## src/rtl/irq_route_pkg.sv

```systemverilog
package irq_route_pkg;
  localparam int ADDR_W = 5;
  localparam int DATA_W = 8;
  localparam int N_SRC  = 2;
  localparam int SRC_IO    = 0;
  localparam int SRC_FRAME = 1;
  localparam logic [ADDR_W-1:0] OFF_STAT = 5'h11;
  localparam logic [ADDR_W-1:0] OFF_EN   = 5'h12;
  localparam logic [ADDR_W-1:0] OFF_ACK  = 5'h13;

  typedef enum logic [1:0] {
    RT_OFF  = 2'b00,
    RT_MASK = 2'b01,
    RT_NMI  = 2'b10,
    RT_RSVD = 2'b11
  } route_e;
endpackage

```

## src/rtl/irq_frame_route.sv

```systemverilog
module irq_frame_route
  import irq_route_pkg::*;
(
  input  logic       clk,
  input  logic       rst_n,
  input  logic [1:0] route_sel,
  input  logic       fsync,
  output logic       frame_set,
  output logic       nmi_o
);
  logic   armed;
  logic   fs_q;
  logic   nmi_q;
  route_e mode_q;
  logic   rise;

  assign rise = fsync & ~fs_q;

  always_ff @(posedge clk or negedge rst_n) begin
    if (!rst_n) begin
      armed  <= 1'b0;
      fs_q   <= 1'b0;
      nmi_q  <= 1'b0;
      mode_q <= RT_OFF;
    end else begin
      fs_q  <= fsync;
      nmi_q <= rise && (mode_q == RT_NMI);
      if (!armed) begin
        armed  <= 1'b1;
        mode_q <= (route_sel == RT_RSVD) ? RT_OFF : route_e'(route_sel);
      end
    end
  end

  assign frame_set = rise && (mode_q == RT_MASK);
  assign nmi_o     = nmi_q;

  AST_NMI_SINGLE: assert property (@(posedge clk) disable iff (!rst_n)
    nmi_q |=> !nmi_q);
  AST_MODE_HELD: assert property (@(posedge clk) disable iff (!rst_n)
    (armed && $past(armed)) |-> $stable(mode_q));
  AST_OFF_QUIET: assert property (@(posedge clk) disable iff (!rst_n)
    (mode_q == RT_OFF) |=> !nmi_q);
  AST_NMI_NO_LATCH: assert property (@(posedge clk) disable iff (!rst_n)
    (mode_q == RT_NMI) |-> !frame_set);
endmodule

```

## src/rtl/irq_stat_bank.sv

```systemverilog
module irq_stat_bank
  import irq_route_pkg::*;
#(
  parameter int NS = N_SRC,
  parameter int DW = DATA_W
) (
  input  logic          clk,
  input  logic          rst_n,
  input  logic [NS-1:0] set_i,
  input  logic [NS-1:0] clr_i,
  input  logic          en_wr,
  input  logic [DW-1:0] en_wdata,
  output logic [NS-1:0] stat_o,
  output logic [DW-1:0] en_o,
  output logic          irq_o
);
  logic [NS-1:0] stat_q;
  logic [DW-1:0] en_q;

  for (genvar i = 0; i < NS; i++) begin : g_bit
    always_ff @(posedge clk or negedge rst_n) begin
      if (!rst_n) stat_q[i] <= 1'b0;
      else        stat_q[i] <= set_i[i] | (stat_q[i] & ~clr_i[i]);
    end
  end

  always_ff @(posedge clk or negedge rst_n) begin
    if (!rst_n)     en_q <= '0;
    else if (en_wr) en_q <= en_wdata;
  end

  assign stat_o = stat_q;
  assign en_o   = en_q;
  assign irq_o  = |(stat_q & en_q[NS-1:0]);

  AST_SET_WINS: assert property (@(posedge clk) disable iff (!rst_n)
    (|set_i) |=> ((stat_q & $past(set_i)) == $past(set_i)));
  AST_STAT_STICKY: assert property (@(posedge clk) disable iff (!rst_n)
    1'b1 |=> ((($past(stat_q) & ~$past(clr_i)) & ~stat_q) == '0));
endmodule

```

## src/rtl/irq_bus_decode.sv

```systemverilog
module irq_bus_decode
  import irq_route_pkg::*;
#(
  parameter int AW = ADDR_W,
  parameter int DW = DATA_W,
  parameter int NS = N_SRC
) (
  input  logic          clk,
  input  logic          rst_n,
  input  logic          sel,
  input  logic          we,
  input  logic [AW-1:0] addr,
  input  logic [DW-1:0] wdata,
  input  logic [NS-1:0] stat,
  input  logic [DW-1:0] en,
  output logic          en_wr,
  output logic [DW-1:0] en_wdata,
  output logic [NS-1:0] clr,
  output logic [DW-1:0] rdata
);
  localparam int PAD = DW - NS;
  logic rd;
  assign rd       = sel && !we;
  assign en_wr    = sel && we && (addr == OFF_EN);
  assign en_wdata = wdata;
  assign clr      = (sel && we && (addr == OFF_ACK)) ? wdata[NS-1:0] : '0;

  always_comb begin
    rdata = '0;
    if (rd) begin
      if (addr == OFF_STAT)    rdata = {{PAD{1'b0}}, stat};
      else if (addr == OFF_EN) rdata = en;
    end
  end

  AST_IDLE_ZERO: assert property (@(posedge clk) disable iff (!rst_n)
    !rd |-> (rdata == '0));
  AST_STAT_UPPER: assert property (@(posedge clk) disable iff (!rst_n)
    (rd && addr == OFF_STAT) |-> (rdata[DW-1:NS] == '0));
endmodule

```

## src/rtl/irq_route_ctrl.sv

```systemverilog
module irq_route_ctrl
  import irq_route_pkg::*;
#(
  parameter int AW = ADDR_W,
  parameter int DW = DATA_W
) (
  input  logic          clk,
  input  logic          rst_n,
  input  logic [1:0]    route_sel,
  input  logic          fsync,
  input  logic          io_done,
  input  logic          bus_sel,
  input  logic          bus_we,
  input  logic [AW-1:0] bus_addr,
  input  logic [DW-1:0] bus_wdata,
  output logic [DW-1:0] bus_rdata,
  output logic          irq_o,
  output logic          nmi_o
);
  logic              frame_set;
  logic [N_SRC-1:0]  set_v;
  logic [N_SRC-1:0]  clr_v;
  logic [N_SRC-1:0]  stat_v;
  logic [DW-1:0]     en_v;
  logic [DW-1:0]     en_wdata;
  logic              en_wr;

  irq_frame_route u_route (
    .clk       (clk),
    .rst_n     (rst_n),
    .route_sel (route_sel),
    .fsync     (fsync),
    .frame_set (frame_set),
    .nmi_o     (nmi_o)
  );

  always_comb begin
    set_v            = '0;
    set_v[SRC_IO]    = io_done;
    set_v[SRC_FRAME] = frame_set;
  end

  irq_stat_bank #(.NS(N_SRC), .DW(DW)) u_bank (
    .clk      (clk),
    .rst_n    (rst_n),
    .set_i    (set_v),
    .clr_i    (clr_v),
    .en_wr    (en_wr),
    .en_wdata (en_wdata),
    .stat_o   (stat_v),
    .en_o     (en_v),
    .irq_o    (irq_o)
  );

  irq_bus_decode #(.AW(AW), .DW(DW), .NS(N_SRC)) u_dec (
    .clk      (clk),
    .rst_n    (rst_n),
    .sel      (bus_sel),
    .we       (bus_we),
    .addr     (bus_addr),
    .wdata    (bus_wdata),
    .stat     (stat_v),
    .en       (en_v),
    .en_wr    (en_wr),
    .en_wdata (en_wdata),
    .clr      (clr_v),
    .rdata    (bus_rdata)
  );

  AST_IO_LATCH: assert property (@(posedge clk) disable iff (!rst_n)
    io_done |=> stat_v[SRC_IO]);
endmodule

```

## config.mk

```make
export PLATFORM = sky130hd
export DESIGN_NAME = irq_route_ctrl
export DESIGN_NICKNAME = d
export VERILOG_FILES = /design/src/rtl/irq_route_pkg.sv /design/src/rtl/irq_frame_route.sv /design/src/rtl/irq_stat_bank.sv /design/src/rtl/irq_bus_decode.sv /design/src/rtl/irq_route_ctrl.sv
export SDC_FILE = /design/constraint.sdc
export NUM_CORES = 1
export LEC_CHECK = 0
export BUFFER_PORTS_ARGS = -buffer_cell sky130_fd_sc_hd__buf_2
export CELL_PAD_IN_SITES_DETAIL_PLACEMENT = 1
export CELL_PAD_IN_SITES_GLOBAL_PLACEMENT = 1
export CORE_UTILIZATION = 30
export CTS_CLUSTER_SIZE = 12
export DETAILED_ROUTE_END_ITERATION = 10
export PLACE_DENSITY_LB_ADDON = 0.1
export SLEW_MARGIN = 40
export SYNTH_ARGS = -nofsm -noshare
export SYNTH_HDL_FRONTEND = slang
export SYNTH_SLANG_ARGS = --single-unit
```

## constraint.sdc

```tcl
create_clock -name clk -period 2 [get_ports clk]
set_input_delay 0.2 -clock clk [delete_from_list [all_inputs] [get_ports clk]]
set_output_delay 0.2 -clock clk [all_outputs]
set_load 0.02 [all_outputs]
```

Yosys cells after proc, flatten, opt, wreduce, memory -nomap -nowiden
Cells that the tools add are included.
{"block": "classes", "addsub": 0, "multipliers": 0, "div": 0, "n_lt_le_gt_ge": 0, "eq_ne": 6, "shift": 0, "muxes": 5, "n_bitwise": 9, "n_reduce_logical": 8}
{"cell": "$mux 8", "count": 3}
{"cell": "$eq 5x5->1 const B", "count": 3}
{"cell": "$logic_and 1x1->1", "count": 6}
{"cell": "$eq 2x2->1 const B", "count": 2}
{"cell": "$mux 2", "count": 2}
{"cell": "$and 1x1->1", "count": 3}
{"cell": "$not 1->1", "count": 3}
{"cell": "$and 2x2->2", "count": 1}
{"cell": "$eq 2x1->1 const B", "count": 1}
{"cell": "$or 1x1->1", "count": 2}
{"cell": "$reduce_or 2->1", "count": 1}
{"cell": "$logic_not 1->1", "count": 1}
{"block": "totals", "reg_bits": 15, "latch_bits": 0, "mem_bits_rw": 0, "rom_bits": 0, "in_bits": 21, "out_inout_bits": 10, "elab_cells": 35, "mem_count": 0}

Logic depth before layout (Yosys ltp)
Gate-level depths: netlist of run 1.
{"block": "logic_depth", "ltp_word": 6, "depth_mapped": 4, "depth_no_buf": 3}

Cells and area by module
A second synthesis of run 1 with hierarchy kept.
{"block": "unflattened", "cells_unflattened": 75, "hier_area_um2": 833.3}
{"module": "irq_stat_bank", "instances": 1, "cells_per_inst": 24, "area_each_um2": 412.9, "seq_area_each_um2": 250.2}
{"module": "irq_bus_decode", "instances": 1, "cells_per_inst": 37, "area_each_um2": 236.5, "seq_area_each_um2": 0.0}
{"module": "irq_frame_route", "instances": 1, "cells_per_inst": 14, "area_each_um2": 183.9, "seq_area_each_um2": 125.1}

Worst setup path before layout of run 1
No wires, ideal clock.
{"block": "synth_path", "kind": "input port to flip-flop", "startpoint": "in bus_addr[2]", "endpoint": "reg u_bank.en_q[0], in the netlist u_bank.en_o[0]", "setup_ps": 125, "t_arrival_ps": 1361, "required_ps": 1875, "setup_slack_ps": 514, "stages": 4, "path_buffers": 1, "cell_sequence": "nand4bb_4 -> or4b_4 -> buf_6 -> mux2_4"}
{"block": "synth_between", "elab_chain_len": 2}
{"item": "start, declared", "line": "irq_route_ctrl.sv:14", "rtl": "input logic [AW-1:0] bus_addr,"}
{"item": "$eq 5x5->1", "line": "irq_bus_decode.sv:24", "rtl": "assign en_wr = sel && we && (addr == OFF_EN);"}
{"item": "$logic_and 1x1->1", "line": "irq_bus_decode.sv:24"}
{"item": "end signal, assigned", "line": "irq_stat_bank.sv:29", "rtl": "else if (en_wr) en_q <= en_wdata;"}
{"item": "end, declared", "line": "irq_stat_bank.sv:18", "rtl": "logic [DW-1:0] en_q;"}
Every way passes these cells.
A chain may end at the register's enable or synchronous reset.

Worst setup path in the final report of run 1
{"block": "layout_path", "startpoint": "in bus_addr[2]", "endpoint": "out bus_rdata[4]"}
{"block": "layout_between", "elab_chain_len": 4, "elab_cells_between_ends": 5, "cone_classes": "eq/ne (2); mux (3)"}
{"item": "$eq 5x5->1", "line": "irq_bus_decode.sv:32", "rtl": "else if (addr == OFF_EN) rdata = en;"}
{"item": "$mux 8", "line": "irq_bus_decode.sv:32"}
{"item": "$mux 8 *", "line": "irq_bus_decode.sv:31", "rtl": "if (addr == OFF_STAT) rdata = {{PAD{1'b0}}, stat};"}
{"item": "$mux 8 *", "line": "irq_bus_decode.sv:30", "rtl": "if (rd) begin"}
{"item": "end, declared", "line": "irq_route_ctrl.sv:16", "rtl": "output logic [DW-1:0] bus_rdata,"}
Every way passes the cells marked *; elsewhere a longest branch is shown, timed or not.

==> flow_summary.ini, run 1 <==
[synthesis]
syn_area_per_cell_sq_um = 13.0
syn_inst = 56
synth_warnings = 0
synthTopCellsByArea = dfrtp_1 51%, mux2_4 16%, and2_1 5.1%
synthArstFlopShare = 1.00
synth_top_area_frac = 0.514
ys_ff_latch = 15
synthesis.nets = 77
synth_top_area_cell = dfrtp_1
ys_types = 19
synth-edff-count = 0
synth-main-ff-cell = dfrtp_1
ys_seq_area_frac = 0.514
syn_area_sq_um = 731

[placement]
io_buffers = 30
hpwl_microns = 1070
place_ws_ps = 360
dp_cells = 114
finalWeightedCongestion = 0.646

[sta]
finalHoldViolCount = 0
fin_ws_ps = 579
hold-worst-slack_ps = 49.2
clock.fmax_mhz = 704
rsz0062_at_grt = no
setup_violations = 0
drv_slew = 0
fin_crit_ps = 1420
clock_skew_ps = 0.267
period_share = 0.711
finalSetupTns_ps = 0

[critical_path]
required_ps = 1800
startpoint = bus_addr[2]
reg2reg_depth = 1
crit_fanout = 6
timing.rr.end = u_bank.en_o[1]
reg2reg_from = u_bank.en_o[1]
crit_path_start_kind = primary input
worstSetupPathType = primary input to output port
critPathCaptureType = output port
crit_end = bus_rdata[4]
rrSetupSlack_ps = 1220
arrival_ps = 1220

[die]
ioPinCount = 31
num_rows = 17
start_util = 0.324
dieArea_sq_mm = 0.00264
die_height_microns = 51.4
core-area_sq_mm = 0.00225
fp.dieW_microns = 51.4

[power_and_ir_drop]
p_leak_nw = 0.494
swShare = 0.245
p_int_w = 0.000476
p_sw_w = 0.000154
power_frac_comb = 0.165
clkPwrFrac = 0.272
power_frac_seq = 0.562
ir_drop_mv = 0.284
power_density_mw_per_mm2 = 665

[job]
drv_cap = 0

[cts]
clk_latency_ps = 280
cts_htree_levels = 1
cts-resized-gates = 0
clockRootBuffer = clkbuf_4
numCtsBuffers = 3
clock_path_buffers = 2
cts.sinks = 15
cts_tree = yes
post-cts-setup-buffers = 0
clk_pin_slew_ps = 80
ctsHoldBuffers = 1

[global_routing]
grt_max_degree = 16
antenna_found_initial = 0
overflow = 0
first_global_vias = 504
track_usage = 0.134
grt_pass1_wl_microns = 2420

[layout]
fin_nets = 113
nFillCells = 276
final_cells = 119
areaGrowthSynthToFinish_pct = 29.8
drive_above_1_share = 0.484
antenna_cells_inserted = 0

[drt]
drc = 0
vias_per_cell = 4.63
num_vias = 551
post_drt_wl_per_cell_microns = 11.8
ant_nets = 0
finalWirelength_microns = 1410
first_pass_iters = 3
drtIter0Drc = 3

[worst_hold_path]
hp-start = fsync
hold_path.class = primary input to flop

[outcome]
status = finished, final reports clean
-- per-layer routing --
metal	vias to the layer above	wire [microns]	global-route usage
met3	4	77	0.0268
met4	0	31	0.108
li1	268	-	-
met2	19	641	0.193
met5	-	0	0
met1	260	654	0.171
-- how the worst min path moves through the flow --
stage | end | depth (start not counted)
floorplan | u_bank.en_o[0] | 0
global placement | u_route.mode_q[1] | 1
detailed placement | u_route.mode_q[1] | 1
CTS | u_route.fs_q | 1
global route | u_route.fs_q | 1
finish | u_route.fs_q | 1
-- logic make-up after synthesis --
kind of cell,after synthesis,synth area share
and+or+nand+nor,23,0.236
DFF,15,0.514
muxes,8,0.164
AOI/OAI and AO/OA,7,0.0599
buffers and inverters,2,0.0205
other,1,0.00513
-- stage by stage --
stage               utilization  total power [W]  area [sq um]
floorplan                     -         0.000419           731
global placement          0.405         0.000463           912
detailed placement        0.405         0.000465           912
CTS                       0.421         0.000647           948
global route              0.421         0.000674           948
finish                    0.421         0.000630           948
-- worst max-delay path: stages --
cell and delay, ps:
buf_2 100, nand4bb_4 250, nor3b_1 220, buf_4 160, and2_1 130, buf_2 160
-- layout make-up --
| class | count | area, sq um | area share |
|---|---|---|---|
| clock buffers | 4 | 26.3 | 0.0277 |
| inverters | 1 | 3.75 | 0.00396 |
| multi-input cells | 39 | 340 | 0.359 |
| flip-flops and latches | 15 | 375 | 0.396 |
| well taps | 28 | 35.0 | 0.0369 |
| repair buffers | 32 | 168 | 0.177 |
-- synth_stat cells (2+ instances only) --
| library cell | count |
|---|---|
| nor2b_1 | 2 |
| nand2b_1 | 3 |
| o21ai_0 | 4 |
| nand2_1 | 3 |
| nand4_1 | 2 |
| mux2_4 | 8 |
| and2_1 | 6 |
| nor3_1 | 2 |
| a22oi_1 | 2 |
| dfrtp_1 | 15 |
-- power by group through the flow --
stage	registers, W	clock network, W	logic (W)
floorplan	0.000356	0	0.0000630
global placement	0.000360	0	0.000103
detailed placement	0.000361	0	0.000104
CTS	0.000355	0.000186	0.000106
global route	0.000360	0.000200	0.000115
finish	0.000354	0.000172	0.000104
-- registers in the layout (all words and copies together) (netlist names) --
register	cells
u_bank.stat_o	2
u_route.armed	1
u_route.fs_q	1
u_route.nmi_o	1
u_route.mode_q	2
u_bank.en_o	8
-- placed cells by master, fill, tap and decap left out --
cell type      count
o21ai_0            4
and2_1             6
nand2_1            3
nand4bb_4          1
mux2_4             8
nor3_1             2
nand4bb_1          1
conb_1             1
dfrtp_1           15
nor4bb_1           1
nor3b_1            1
clkbuf_4           3
nand4_1            2
clkbuf_1           1
or4b_4             1
inv_1              1
a22oi_1            2
nor2b_1            2
buf_2             30
buf_4              1
a22o_1             1
dlygate4sd3_1      1
nand2b_1           3
No activity file was read; power rests on OpenSTA's default activity.
==> run 2, diff against run 1 <==
==> constraint.sdc (replaced) <==
create_clock -name clk -period 1.4 [get_ports clk]
set_input_delay 0.14 -clock clk [delete_from_list [all_inputs] [get_ports clk]]
set_output_delay 0.14 -clock clk [all_outputs]
set_load 0.02 [all_outputs]
==> run 2 against run 1 <==
Clock skew barely moved; first-iteration DRC count fell by 67%; sequential cell count did not move; combinational power rose by 51%; worst hold slack improved by 8.9 ps; die area did not move; register-to-register slack got worse by 610 ps; global-route usage fell by 1.4 points; sequential power rose by 44%; worst setup slack got worse by 490 ps; power rose by 43%; cell count rose by 2.5%; critical endpoint is now bus_rdata[7].
==> flow_summary.ini, run 2 (same netlist as run 1, synthesis figures left out) <==
[cts]
clock_path_buffers = 2
cts_htree_levels = 1
post-cts-setup-buffers = 0
cts.sinks = 15
clockRootBuffer = clkbuf_4
clk_latency_ps = 270
numCtsBuffers = 3
cts_tree = yes
clk_pin_slew_ps = 80

[global_routing]
grt_max_degree = 16
track_usage = 0.120
antenna_found_initial = 0
overflow = 0
first_global_vias = 517
grt_pass1_wl_microns = 2240

[die]
start_util = 0.324
die_height_microns = 51.4
fp.dieW_microns = 51.4
ioPinCount = 31
num_rows = 17
core-area_sq_mm = 0.00225
dieArea_sq_mm = 0.00264

[power_and_ir_drop]
ir_drop_mv = 0.460
p_leak_nw = 0.507
power_density_mw_per_mm2 = 907
total_power_w = 0.000899

[drt]
finalWirelength_microns = 1450
ant_nets = 0
first_pass_iters = 4
post_drt_wl_per_cell_microns = 11.9
drtIter0Drc = 1
num_vias = 563
drc = 0
vias_per_cell = 4.61

[layout]
postLayoutCoreUtil = 0.440
areaGrowthSynthToFinish_pct = 35.6
drive_above_1_share = 0.500
layout_commonest_cell = buf_2
final_area_sq_um = 991
final_cell_mix = 25 x buf_2, 15 x dfrtp_1, 8 x mux2_4, 8 x buf_4, 6 x and2_1
final_cells = 122
nFillCells = 270
antenna_cells_inserted = 0
fin_nets = 116
largest_register_ffs = 8

[critical_path]
crit_fanout = 6
required_ps = 1260
arrival_ps = 1170
crit_path_start_kind = primary input
critPathCaptureType = output port
worstSetupPathType = primary input to output port

[worst_hold_path]
hold_path.class = primary input to flop

[placement]
finalWeightedCongestion = 0.678
io_buffers = 30
hpwl_microns = 1170
placed_cell_area_sq_um = 935
dp_cells = 117

[sta]
clock.fmax_mhz = 764
clock_skew_ps = 0.580
setup_violations = 0
drv_slew = 0
rsz0062_at_grt = no
fin_crit_ps = 1310
period_share = 0.935
finalHoldViolCount = 0
hold-worst-slack_ps = 58.1

[job]
drv_cap = 0

[outcome]
status = finished, final reports clean
## run 2: power breakdown
| group | leakage, nW | switching, W | internal, W |
|---|---|---|---|
| Combinational | 0.304 | 0.0000610 | 0.0000963 |
| Sequential | 0.188 | 0.0000290 | 0.000479 |
| Clock | 0.0150 | 0.000123 | 0.000110 |
| Total | 0.507 | 0.000213 | 0.000685 |
## run 2: cell type report
class | instances | area (sq um) | share of cell area
Inverter | 1 | 3.75 | 0.00379
Clock buffer | 4 | 26.3 | 0.0265
Multi-Input combinational cell | 39 | 345 | 0.348
Timing Repair Buffer | 35 | 205 | 0.207
Sequential cell | 15 | 375 | 0.379
Tap cell | 28 | 35.0 | 0.0354
## run 2: critical path: stages
cell and delay [ps]:
buf_2 100, buf_4 130, nor2b_1 170, nor3b_2 190, buf_4 160, and2_1 120
buf_2 150
## run 2: worst paths after layout
path	startpoint	to	slack, ps	cells past startpoint
min reg2reg	u_route.fs_q	u_route.nmi_o	440	1
max reg2reg	u_route.mode_q[0]	u_route.nmi_o	610	1
max	bus_addr[0]	bus_rdata[7]	90	7
min in group asynchronous	rst_n	u_bank.en_o[3]	290	2
max in group asynchronous	rst_n	u_bank.stat_o[1]	860	2
min	io_done	u_bank.stat_o[0]	60	2
## run 2: timing repair
item / in CTS / in global routing
hold buffers: 2 / 0
resized for setup: 2 / 4
endpoints found under the setup margin: 6 / 6
pin swaps: 0 / 1
hold endpoints to repair: 16 / 0
## run 2: routing by layer
metal	part of all wire	global-route usage	wire, microns	vias up
met2	0.48	0.193	705	17
met1	0.43	0.142	626	269
li1	-	-	-	275
met3	0.073	0.0327	106	2
met4	0.011	0.0676	16	0
met5	0	0	0	-
## run 2: through the flow
step           setup WS, ps  setup TNS (ps)
6_report               90.7               0
2_1_floorplan         -26.2            -209
3_3_place_gp           -123           -1090
3_5_place_dp           -138           -1250
4_1_cts                4.18               0
5_1_grt                9.55               0
==> run 3, diff against run 2 <==
--- a/config.mk
+++ b/config.mk
@@ -5,10 +5,11 @@
 export SDC_FILE = /design/constraint.sdc
 export NUM_CORES = 1
 export LEC_CHECK = 0
-export BUFFER_PORTS_ARGS = -buffer_cell sky130_fd_sc_hd__buf_2
+export BUFFER_PORTS_ARGS = -buffer_cell sky130_fd_sc_hd__clkbuf_2
 export CELL_PAD_IN_SITES_DETAIL_PLACEMENT = 1
 export CELL_PAD_IN_SITES_GLOBAL_PLACEMENT = 1
 export CORE_UTILIZATION = 30
+export CTS_BUF_LIST = sky130_fd_sc_hd__clkbuf_8
 export CTS_CLUSTER_SIZE = 12
 export DETAILED_ROUTE_END_ITERATION = 10
 export PLACE_DENSITY_LB_ADDON = 0.1
==> constraint.sdc (replaced) <==
create_clock -name clk -period 1.4 [get_ports clk]
set_input_delay 0.14 -clock clk [delete_from_list [all_inputs] [get_ports clk]]
set_output_delay 0.14 -clock clk [all_outputs]
set_load 0.1 [all_outputs]
==> run 3 against run 2 <==
Die area stayed put; cell count grew 0.82%; sequential share of layout area shrank 5.3 points.
==> flow_summary.ini, run 3 (same netlist as run 1, synthesis figures left out) <==
[worst_hold_path]
hp-start = fsync
min_to = u_route.fs_q
hold_depth = 1
hold_path.class = primary input to flop

[sta]
fin_crit_ps = 1340
setup_violations = 0
finalSetupTns_ps = 0
drv_slew = 0
hold-worst-slack_ps = 23.6
slew_headroom = 0.644
clock.fmax_mhz = 745
clock_skew_ps = 0.976
fin_ws_ps = 58.3
period_share = 0.958
finalHoldViolCount = 0
rsz0062_at_grt = yes
worstMarginPinSlew_ps = 537

[global_routing]
track_usage = 0.142
overflow = 0
first_global_vias = 563
grt_pass1_wl_microns = 2680
grt_max_degree = 16
antenna_found_initial = 0

[critical_path]
crit_fanout = 3
crit_path_start_kind = flop
reg2reg_depth = 1
timing.rr.end = u_bank.en_o[0]
rrSetupSlack_ps = 620
critPathCaptureType = output port
worstSetupPathType = flop to output port
arrival_ps = 1200
reg2reg_from = u_bank.en_o[0]
required_ps = 1260

[drt]
post_drt_wl_per_cell_microns = 13.0
num_vias = 584
first_pass_iters = 3
finalWirelength_microns = 1590
ant_nets = 0
vias_per_cell = 4.75
drtIter0Drc = 5
drc = 0

[layout]
layout_commonest_cell = clkbuf_2
areaGrowthSynthToFinish_pct = 57.7
final_cell_mix = 21 x clkbuf_2, 15 x dfrtp_1, 8 x mux2_4, 8 x buf_12, 6 x and2_4
drive_above_1_share = 0.611
antenna_cells_inserted = 0
nFillCells = 260
final_area_sq_mm = 0.00115
largest_register_ffs = 8
fin_nets = 117

[die]
start_util = 0.324
dieArea_sq_mm = 0.00264
die_height_microns = 51.4
num_rows = 17
ioPinCount = 31
core-area_sq_mm = 0.00225
fp.dieW_microns = 51.4

[cts]
clockRootBuffer = clkbuf_8
clk_latency_ps = 250
numCtsBuffers = 3
cts.sinks = 15
cts_tree = yes
clock_path_buffers = 2
clk_pin_slew_ps = 60
cts_htree_levels = 1

[outcome]
status = finished, final reports clean

[placement]
hpwl_microns = 1280
finalWeightedCongestion = 0.727
place_ws_ps = -159
io_buffers = 30
placed_cell_area_sq_mm = 0.00108

[job]
drv_cap = 0

[power_and_ir_drop]
ir_drop_mv = 0.638
power_density_mw_per_mm2 = 930
p_leak_nw = 0.558
[run 3: cell types whose count changed in the layout (fill, tap and decap cells not counted)]
cell / before / now
nor3_2: 0 / 2
buf_4: 8 / 4
clkbuf_8: 0 / 3
nor3_1: 2 / 0
buf_2: 25 / 1
buf_12: 0 / 8
buf_6: 0 / 1
clkbuf_2: 0 / 21
dlygate4sd3_1: 2 / 1
clkbuf_4: 3 / 0
clkbuf_1: 1 / 0
clkinv_2: 0 / 1
and2_1: 6 / 0
and2_4: 0 / 6
[run 3: power breakdown]
group	leakage, nW	switching [W]	internal [W]
clock	0.0255	0.000147	0.000197
sequential	0.188	0.0000310	0.000480
combinational	0.344	0.000118	0.0000990
total	0.558	0.000296	0.000776
[run 3: per-stage QoR]
stage / total power [W] / instances / utilization
3_5_place_dp: 0.000731 / 117 / 0.477
4_1_cts: 0.00109 / 122 / 0.508
5_1_grt: 0.00112 / 123 / 0.511
6_report: 0.00107 / 123 / 0.511
2_1_floorplan: 0.000652 / 56 / -
3_3_place_gp: 0.000726 / 117 / 0.477
[run 3: worst max-delay path, stage by stage, from the launching register on]
cell and delay (ps):
dfrtp_1 390, a22o_1 140, buf_2 420
[run 3: how the worst max path moves through the flow]
stage	start	end	slack [ps]	cells after the start
after global placement	bus_addr[2]	u_bank.en_o[7]	-150	4
final	u_bank.en_o[0]	irq_o	60	2
after detailed placement	bus_addr[2]	u_bank.en_o[1]	-160	4
after CTS	bus_addr[2]	bus_rdata[5]	8	7
after floorplan	bus_addr[2]	bus_rdata[0]	-350	2
after global routing	u_bank.en_o[0]	irq_o	-6	2
[run 3: per-layer routing]
| metal | global-route usage | share of wire |
|---|---|---|
| met5 | 0 | 0 |
| met2 | 0.235 | 0.52 |
| met1 | 0.169 | 0.41 |
| met4 | 0.0450 | 0.0063 |
| met3 | 0.0565 | 0.058 |
[run 3: area by class of cell]
type / instances / area, sq um / share of cell area
inverter: 1 / 3.75 / 0.00326
sequential: 15 / 375 / 0.326
clock inverter: 1 / 5.00 / 0.00434
timing repair buffer: 36 / 322 / 0.279
tap: 28 / 35.0 / 0.0304
multi-input combinational: 39 / 370 / 0.321
clock buffer: 3 / 41.3 / 0.0358
[run 3: repair_timing]
action | 4_1_cts | 5_1_grt
gates resized for setup | 5 | 1
setup buffers | 0 | 1
cloned | 0 | 0
hold buffers | 1 | 0
hold endpoints to repair | 15 | 0
endpoints found under the setup margin | 6 | 7
pin swaps | 0 | 4
